## src/rtl/pic_pkg.sv

```systemverilog
// Shared types and command codes for the priority interrupt controller.
// Assumes an 8-bit command byte; the field positions below are decoded by pic_cfg_seq.
package pic_pkg;
    typedef enum logic [2:0] {
        ST_UNINIT = 3'd0,
        ST_BASE   = 3'd1,
        ST_CASC   = 3'd2,
        ST_MODE   = 3'd3,
        ST_READY  = 3'd4
    } cfg_state_e;

    localparam logic [2:0] OP_EOI_LOWEST = 3'b001;
    localparam logic [2:0] OP_EOI_LEVEL  = 3'b011;
endpackage

```

## src/rtl/pic_cfg_seq.sv

```systemverilog
// Programming sequencer: walks the initialization words, holds the vector base,
// the end-of-interrupt style and the read selection, and decodes command strobes.
// Assumes at most one bus write per cycle.
module pic_cfg_seq
    import pic_pkg::*;
#(
    parameter int NUM_LVL = 8,
    localparam int DW = NUM_LVL,
    localparam int LW = $clog2(NUM_LVL)
) (
    input  logic          clk,
    input  logic          rst_n,
    input  logic          wr_en_i,
    input  logic          addr_i,
    input  logic [DW-1:0] wdata_i,
    output logic          ready_o,
    output logic [DW-1:0] base_o,
    output logic          aeoi_o,
    output logic          sel_isr_o,
    output logic          init_clr_o,
    output logic          mask_wr_o,
    output logic          eoi_lvl_o,
    output logic          eoi_low_o,
    output logic [LW-1:0] eoi_idx_o
);
    cfg_state_e state_q;
    logic       want_casc_q, want_mode_q;
    logic       start_w, cmd_w, sel_w;

    assign start_w = wr_en_i && !addr_i && wdata_i[4];
    assign cmd_w   = wr_en_i && !addr_i && (state_q == ST_READY) && (wdata_i[4:3] == 2'b00);
    assign sel_w   = wr_en_i && !addr_i && (state_q == ST_READY) && (wdata_i[4:3] == 2'b01) && wdata_i[1];

    // Sequencer state and programmed configuration.
    always_ff @(posedge clk) begin
        if (!rst_n) begin
            state_q     <= ST_UNINIT;
            want_casc_q <= 1'b0;
            want_mode_q <= 1'b0;
            base_o      <= '0;
            aeoi_o      <= 1'b0;
            sel_isr_o   <= 1'b0;
        end else if (start_w) begin
            state_q     <= ST_BASE;
            want_casc_q <= !wdata_i[1];
            want_mode_q <= wdata_i[0];
            aeoi_o      <= 1'b0;
            sel_isr_o   <= 1'b0;
        end else if (sel_w) begin
            sel_isr_o <= wdata_i[0];
        end else if (wr_en_i && addr_i) begin
            case (state_q)
                ST_BASE: begin
                    base_o  <= wdata_i;
                    state_q <= want_casc_q ? ST_CASC : (want_mode_q ? ST_MODE : ST_READY);
                end
                ST_CASC: state_q <= want_mode_q ? ST_MODE : ST_READY;
                ST_MODE: begin
                    aeoi_o  <= wdata_i[1];
                    state_q <= ST_READY;
                end
                default: ;
            endcase
        end
    end

    // Command strobes decoded from the current write.
    assign ready_o    = (state_q == ST_READY);
    assign init_clr_o = start_w;
    assign mask_wr_o  = wr_en_i && addr_i && (state_q == ST_READY);
    assign eoi_lvl_o  = cmd_w && (wdata_i[7:5] == OP_EOI_LEVEL);
    assign eoi_low_o  = cmd_w && (wdata_i[7:5] == OP_EOI_LOWEST);
    assign eoi_idx_o  = wdata_i[LW-1:0];

    a_r2_start_resets_select: assert property (@(posedge clk) disable iff (!rst_n)
        start_w |=> (state_q == ST_BASE) && !sel_isr_o && !aeoi_o);
    a_r2_mode_word_completes: assert property (@(posedge clk) disable iff (!rst_n)
        (wr_en_i && addr_i && !start_w && state_q == ST_MODE) |=> ready_o);
    a_r12_odd_ignored_uninit: assert property (@(posedge clk) disable iff (!rst_n)
        (wr_en_i && addr_i && state_q == ST_UNINIT) |=> (state_q == ST_UNINIT) && $stable(base_o));
endmodule

```

## src/rtl/pic_prio.sv

```systemverilog
// Fixed-priority resolver: finds the lowest-index unmasked pending level and
// qualifies it against the lowest-index in-service level. Purely combinational.
module pic_prio #(
    parameter int NUM_LVL = 8,
    localparam int LW = $clog2(NUM_LVL)
) (
    input  logic [NUM_LVL-1:0] irr_i,
    input  logic [NUM_LVL-1:0] imr_i,
    input  logic [NUM_LVL-1:0] isr_i,
    output logic               win_vld_o,
    output logic [LW-1:0]      win_idx_o
);
    logic [NUM_LVL-1:0] cand;
    logic               req_hit, svc_hit;
    logic [LW-1:0]      req_idx, svc_idx;

    // Scan from the lowest priority upward so the lowest index is kept last.
    always_comb begin
        cand    = irr_i & ~imr_i;
        req_hit = 1'b0;
        svc_hit = 1'b0;
        req_idx = '0;
        svc_idx = '0;
        for (int i = NUM_LVL - 1; i >= 0; i--) begin
            if (cand[i]) begin
                req_hit = 1'b1;
                req_idx = LW'(i);
            end
            if (isr_i[i]) begin
                svc_hit = 1'b1;
                svc_idx = LW'(i);
            end
        end
    end

    assign win_vld_o = req_hit && (!svc_hit || (req_idx < svc_idx));
    assign win_idx_o = req_idx;
endmodule

```

## src/rtl/pic_state.sv

```systemverilog
// Request, in-service and mask registers with per-line rising-edge capture.
// Assumes that init_clr, take and the end-of-interrupt strobes come from one write or acknowledge per cycle.
module pic_state #(
    parameter int NUM_LVL = 8,
    localparam int LW = $clog2(NUM_LVL)
) (
    input  logic               clk,
    input  logic               rst_n,
    input  logic [NUM_LVL-1:0] irq_in_i,
    input  logic               init_clr_i,
    input  logic               mask_wr_i,
    input  logic [NUM_LVL-1:0] wdata_i,
    input  logic               take_i,
    input  logic               win_vld_i,
    input  logic [LW-1:0]      win_idx_i,
    input  logic               aeoi_i,
    input  logic               eoi_lvl_i,
    input  logic               eoi_low_i,
    input  logic [LW-1:0]      eoi_idx_i,
    output logic [NUM_LVL-1:0] irr_o,
    output logic [NUM_LVL-1:0] isr_o,
    output logic [NUM_LVL-1:0] imr_o
);
    logic [NUM_LVL-1:0] line_q, rise, win_bit, ack_clr, ack_set, eoi_clr, isr_lowest;

    // One rising-edge detector per input line.
    for (genvar g = 0; g < NUM_LVL; g++) begin : g_edge
        always_ff @(posedge clk) begin
            if (!rst_n) line_q[g] <= 1'b0;
            else        line_q[g] <= irq_in_i[g];
        end
        assign rise[g] = irq_in_i[g] && !line_q[g];
    end

    assign win_bit    = NUM_LVL'(1) << win_idx_i;
    assign ack_clr    = (take_i && win_vld_i) ? win_bit : '0;
    assign ack_set    = (take_i && win_vld_i && !aeoi_i) ? win_bit : '0;
    assign isr_lowest = isr_o & (~isr_o + NUM_LVL'(1));
    assign eoi_clr    = eoi_lvl_i ? (NUM_LVL'(1) << eoi_idx_i) : (eoi_low_i ? isr_lowest : '0);

    // Pending register: an edge sets a bit, and an acknowledge of that level clears it.
    always_ff @(posedge clk) begin
        if (!rst_n || init_clr_i) irr_o <= '0;
        else                      irr_o <= (irr_o & ~ack_clr) | rise;
    end

    // In-service register: set by an acknowledge, cleared by end-of-interrupt commands.
    always_ff @(posedge clk) begin
        if (!rst_n || init_clr_i) isr_o <= '0;
        else                      isr_o <= (isr_o & ~eoi_clr) | ack_set;
    end

    // Mask register: loaded by an odd-address write once the controller is ready.
    always_ff @(posedge clk) begin
        if (!rst_n || init_clr_i) imr_o <= '0;
        else if (mask_wr_i)       imr_o <= wdata_i;
    end

    a_r2_init_clears: assert property (@(posedge clk) disable iff (!rst_n)
        init_clr_i |=> (isr_o == '0) && (imr_o == '0));
    a_r6_ack_sets_service: assert property (@(posedge clk) disable iff (!rst_n)
        (take_i && win_vld_i && !aeoi_i && !init_clr_i) |=> isr_o[$past(win_idx_i)]);
    a_r8_level_eoi_clears: assert property (@(posedge clk) disable iff (!rst_n)
        (eoi_lvl_i && !take_i && !init_clr_i) |=> !isr_o[$past(eoi_idx_i)]);
    a_r10_auto_eoi_keeps_isr: assert property (@(posedge clk) disable iff (!rst_n)
        (take_i && aeoi_i && !eoi_lvl_i && !eoi_low_i && !init_clr_i) |=> $stable(isr_o));
    a_r11_spurious_keeps_isr: assert property (@(posedge clk) disable iff (!rst_n)
        (take_i && !win_vld_i && !eoi_lvl_i && !eoi_low_i && !init_clr_i) |=> $stable(isr_o));
endmodule

```

## src/rtl/prio_irq_ctrl.sv

```systemverilog
// Top of the eight-level priority interrupt controller: ties the sequencer,
// the register state and the resolver together, and latches the vector on acknowledge.
// Assumes irq_ack is a single-cycle pulse issued by the processor after it sees irq_out.
module prio_irq_ctrl #(
    parameter int NUM_LVL = 8,
    localparam int DW = NUM_LVL,
    localparam int LW = $clog2(NUM_LVL),
    localparam logic [LW-1:0] SPUR_LVL = LW'(NUM_LVL - 1)
) (
    input  logic          clk,
    input  logic          rst_n,
    input  logic          bus_wr,
    input  logic          bus_addr,
    input  logic [DW-1:0] bus_wdata,
    output logic [DW-1:0] bus_rdata,
    input  logic [DW-1:0] irq_in,
    output logic          irq_out,
    input  logic          irq_ack,
    output logic [DW-1:0] irq_vec
);
    logic          ready, aeoi, sel_isr, init_clr, mask_wr, eoi_lvl, eoi_low, take, win_vld;
    logic [DW-1:0] base, irr, isr, imr;
    logic [LW-1:0] eoi_idx, win_idx;

    pic_cfg_seq #(.NUM_LVL(NUM_LVL)) u_seq (
        .clk(clk), .rst_n(rst_n), .wr_en_i(bus_wr), .addr_i(bus_addr), .wdata_i(bus_wdata),
        .ready_o(ready), .base_o(base), .aeoi_o(aeoi), .sel_isr_o(sel_isr),
        .init_clr_o(init_clr), .mask_wr_o(mask_wr), .eoi_lvl_o(eoi_lvl),
        .eoi_low_o(eoi_low), .eoi_idx_o(eoi_idx)
    );

    pic_state #(.NUM_LVL(NUM_LVL)) u_state (
        .clk(clk), .rst_n(rst_n), .irq_in_i(irq_in), .init_clr_i(init_clr),
        .mask_wr_i(mask_wr), .wdata_i(bus_wdata), .take_i(take), .win_vld_i(win_vld),
        .win_idx_i(win_idx), .aeoi_i(aeoi), .eoi_lvl_i(eoi_lvl), .eoi_low_i(eoi_low),
        .eoi_idx_i(eoi_idx), .irr_o(irr), .isr_o(isr), .imr_o(imr)
    );

    pic_prio #(.NUM_LVL(NUM_LVL)) u_prio (
        .irr_i(irr), .imr_i(imr), .isr_i(isr), .win_vld_o(win_vld), .win_idx_o(win_idx)
    );

    assign take    = irq_ack && ready;
    assign irq_out = ready && win_vld;

    // Read multiplexer: odd returns the mask, even returns the selected status.
    assign bus_rdata = bus_addr ? imr : (sel_isr ? isr : irr);

    // Vector latch: base plus winner, or base plus the spurious level.
    always_ff @(posedge clk) begin
        if (!rst_n)    irq_vec <= '0;
        else if (take) irq_vec <= base + DW'(win_vld ? win_idx : SPUR_LVL);
    end

    a_r1_quiet_until_ready: assert property (@(posedge clk) disable iff (!rst_n)
        !ready |-> !irq_out);
    a_r5_out_needs_unmasked: assert property (@(posedge clk) disable iff (!rst_n)
        irq_out |-> ((irr & ~imr) != '0));
    a_r3_vector_value: assert property (@(posedge clk) disable iff (!rst_n)
        (take && win_vld) |=> (irq_vec == DW'($past(base) + DW'($past(win_idx)))));
    a_r11_spurious_vector: assert property (@(posedge clk) disable iff (!rst_n)
        (take && !win_vld) |=> (irq_vec == DW'($past(base) + DW'(SPUR_LVL))));
    a_r12_ack_ignored_uninit: assert property (@(posedge clk) disable iff (!rst_n)
        (irq_ack && !ready) |=> $stable(irq_vec));
endmodule

```

## config.mk

```make
export PLATFORM = sky130hd
export DESIGN_NAME = prio_irq_ctrl
export DESIGN_NICKNAME = d
export VERILOG_FILES = /design/src/rtl/pic_pkg.sv /design/src/rtl/pic_cfg_seq.sv /design/src/rtl/pic_prio.sv /design/src/rtl/pic_state.sv /design/src/rtl/prio_irq_ctrl.sv
export SDC_FILE = /design/constraint.sdc
export NUM_CORES = 1
export LEC_CHECK = 0
export CELL_PAD_IN_SITES_DETAIL_PLACEMENT = 0
export CELL_PAD_IN_SITES_GLOBAL_PLACEMENT = 1
export CORE_AREA = 3 3 87 89
export CTS_BUF_LIST = sky130_fd_sc_hd__clkbuf_8
export DETAILED_ROUTE_END_ITERATION = 8
export DIE_AREA = 0 0 90 92
export PLACE_DENSITY = 0.78
export SLEW_MARGIN = 5
export SYNTH_ARGS = -nofsm -noshare
export SYNTH_HDL_FRONTEND = slang
export SYNTH_HIERARCHICAL = 1
export SYNTH_SLANG_ARGS = --single-unit
export TNS_END_PERCENT = 30
```

## constraint.sdc

```tcl
create_clock -name clk -period 4.3 [get_ports clk]
set_input_delay 0.86 -clock clk [delete_from_list [all_inputs] [get_ports clk]]
set_output_delay 0.86 -clock clk [all_outputs]
set_load 0.02 [all_outputs]
```

==> flow_summary.ini <==
[yosys]
ys.flop_type = dfxtp_1
synth_nets = 367
synth_top_cells_by_count = dfxtp_1, o21ai_0, a21oi_1
syn_inst = 340
synth_area_leaders = dfxtp_1, mux2i_1, o21ai_0
yosysMostFrequentCell = dfxtp_1
synth_area_mm2 = 0.00289
synth_edf_count = 0
ys_ff_latch = 55
synthDistinctLibCells = 55
syn_area_per_cell_um2 = 8.51
synth_top_area_share_pct = 38.0
yosysTopAreaCell = dfxtp_1
synth_seq_area_share_pct = 38.0
yosysWarnings = 6
ys_async_sr_fraction_pct = 0

[routing]
ant_nets = 0
vias = 2530
routed_wl_um = 7320
wl_per_cell_um = 15.6
drt_iter0_drc = 169
drc = 0
viasPerCell = 5.38
first_pass_iters = 4

[sta]
setup_viol = 0
skew_ps = 6.73
finalHoldViolCount = 0
fmax_ghz = 0.244
finalCriticalPeriod_ps = 4100
tightest_slew_ps = 741
fin_ws_ps = 199
slew_viol_final = 0
relSlewSlack_pct = 50.4
post-route-period-util_pct = 95.4

[cells_and_area]
nets = 400
n_antenna_cell = 0
final_cell_count_no_fill = 470
fin_area_mm2 = 0.00344
syn2layout_area_growth_pct = 18.9
drive_gt1_share_pct = 6.95

[power]
vdd_drop_max_uv = 137
powerDensity_mw_per_mm2 = 290
p_leak_nw = 1.21
power_uw = 999

[global_route]
overflow = 0
grt_max_degree = 24
grt_pass1_vias = 2386
antenna_found_initial = 0
grt_pass1_wl_um = 12000
track_usage_pct = 17.8

[critical_path]
cp.required_ps = 3440
critPathMaxFanout = 7
critical_path_buf_inv_count = 1
r2r_end = irq_vec[6]
crit_type = flop to output pin
reg2regPathDepth = 14
crit_path_start_kind = flop
worstSetupEndpointType = output pin
startpoint = u_state/imr_o[4]
worstPathArrival_ps = 3240
worst_path_max_delay_cell = clkdlybuf4s50_1
cp_cell_sequence = nand2b_1 > nand2_1 > nor2_1 > nor2b_4 > ha_1 > a211o_1 > nor3_2 > a2bb2oi_4 > and2_1 > clkdlybuf4s50_1
rrSetupSlack_ps = 760
slowest_delay_ps = 590
crit_family = simple AND/OR/NAND/NOR gates
reg2reg_from = u_state/imr_o[4]

[worst_hold_path]
hp-class = flop to flop
min_delay_path_depth = 2
min-delay-start = irq_vec[1]
worstHoldEndpoint = irq_vec[1]

[clocking]
cts_resized = 0
cts_num_sinks = 55
cts_hold_buf = 0
cts_tree = done
root_buffer = clkbuf_8
worstSkewPairLatency_ps = 300
post_cts_buffers = 0
ctsHtreeMaxLevel = 2
clkSlewWorstSetupHoldPaths_ps = 90
cts_buffer_depth = 2
numCtsBuffers = 5

[placement]
place_ws_ps = 437
dp.cells = 462
port_buffers = 37
dp_hpwl_um = 5440
placed_area_mm2 = 0.00332
place_congestion = 0.840

[floorplanning]
pin_count = 38
std_cell_rows = 30
dieWidth_um = 90
chipHeight_um = 92
initial_core_util_pct = 42.4
core_area_mm2 = 0.00683
die-area_mm2 = 0.00828

[flow_run]
cap_viol_max_count = 0

[status]
status = complete, no violations
## sequential cells by signal, indices dropped and copies added, names as in the netlist
signal             flops
irq_vec                8
u_seq/base_o           8
u_state/imr_o          8
u_state/line_q         8
u_seq/state_q          3
u_seq/sel_isr_o        1
u_seq/want_casc_q      1
u_seq/want_mode_q      1
u_state/isr_o          8
u_state/irr_o          8
u_seq/aeoi_o           1
## worst max-delay path by stage
stage                      end  slack, ps  depth (start not counted)
global placement       irq_out        570                         10
floorplan           irq_vec[7]       1130                         13
detailed placement     irq_out        440                         10
global route           irq_out         -4                         10
CTS                    irq_out         80                         10
finish                 irq_out        200                         10
## per-layer routing
layer  vias up  GRT usage (%)  routed length (um)
met1      1181           24.6                3510
li1       1284              -                   -
met2        61           29.5                3450
met4         0           3.83                  44
met5         -              0                   0
met3         4           2.54                 304
## through the flow
step	hold slack, ps	setup TNS [ps]	util [%]
global placement	449	0	48.7
finish	464	0	50.4
CTS	469	0	50.1
detailed placement	455	0	48.7
global route	485	-3.75	50.4
floorplan	446	0	-
## report_power, final
group / leakage, nW / switching (mW) / total [mW] / internal [mW]
registers: 0.448 / 0.00991 / 0.533 / 0.523
clock network: 0.0526 / 0.163 / 0.293 / 0.130
logic: 0.705 / 0.0960 / 0.173 / 0.0769
total: 1.21 / 0.269 / 0.999 / 0.730
## worst register-to-register path: stages, from the launching register on
cell,delay [ps]
dfxtp_1,390
nand2b_1,190
nand2_1,70
nor2_1,360
nor2b_4,100
ha_1,320
a211o_1,310
nor3_2,230
a2bb2oi_4,230
nand2b_1,80
ha_1,220
fa_1,400
a21oi_1,280
o21ai_0,140
a31oi_1,160
## logic make-up (layout without fill, tap and decap cells)
kind of cell	after synthesis	after routing	share of synthesized area, %
AO/OA/AOI/OAI	96	96	20.7
XOR/XNOR	1	1	0.303
adder cells (fa/ha/maj)	6	6	2.85
buffers and inverters	28	62	4.67
flip-flops	55	55	38.0
multiplexers	19	19	6.57
AND/OR/NAND/NOR	135	135	26.8
## final cells by class
class	count	area (um^2)
fill	725	3390
multi-input combinational	257	1680
sequential	55	1100
timing repair buffer	40	393
tap	96	120
clock buffer	6	82.6
inverter	14	52.6
clock inverter	2	12.5
## layout by cell type (no fill, tap or decap), types with 5 or more instances in the layout
master | netlist | routed
nor2_1 | 22 | 22
nand3_1 | 20 | 20
nand2_1 | 23 | 23
mux2i_1 | 19 | 19
and2_1 | 9 | 9
inv_1 | 13 | 14
ha_1 | 5 | 5
dfxtp_1 | 55 | 55
clkbuf_8 | 0 | 6
o21ai_0 | 33 | 33
a21oi_1 | 29 | 29
nand2b_1 | 25 | 25
clkdlybuf4s50_1 | 0 | 37
o22ai_1 | 5 | 5
(Power assumes the default switching activity.)
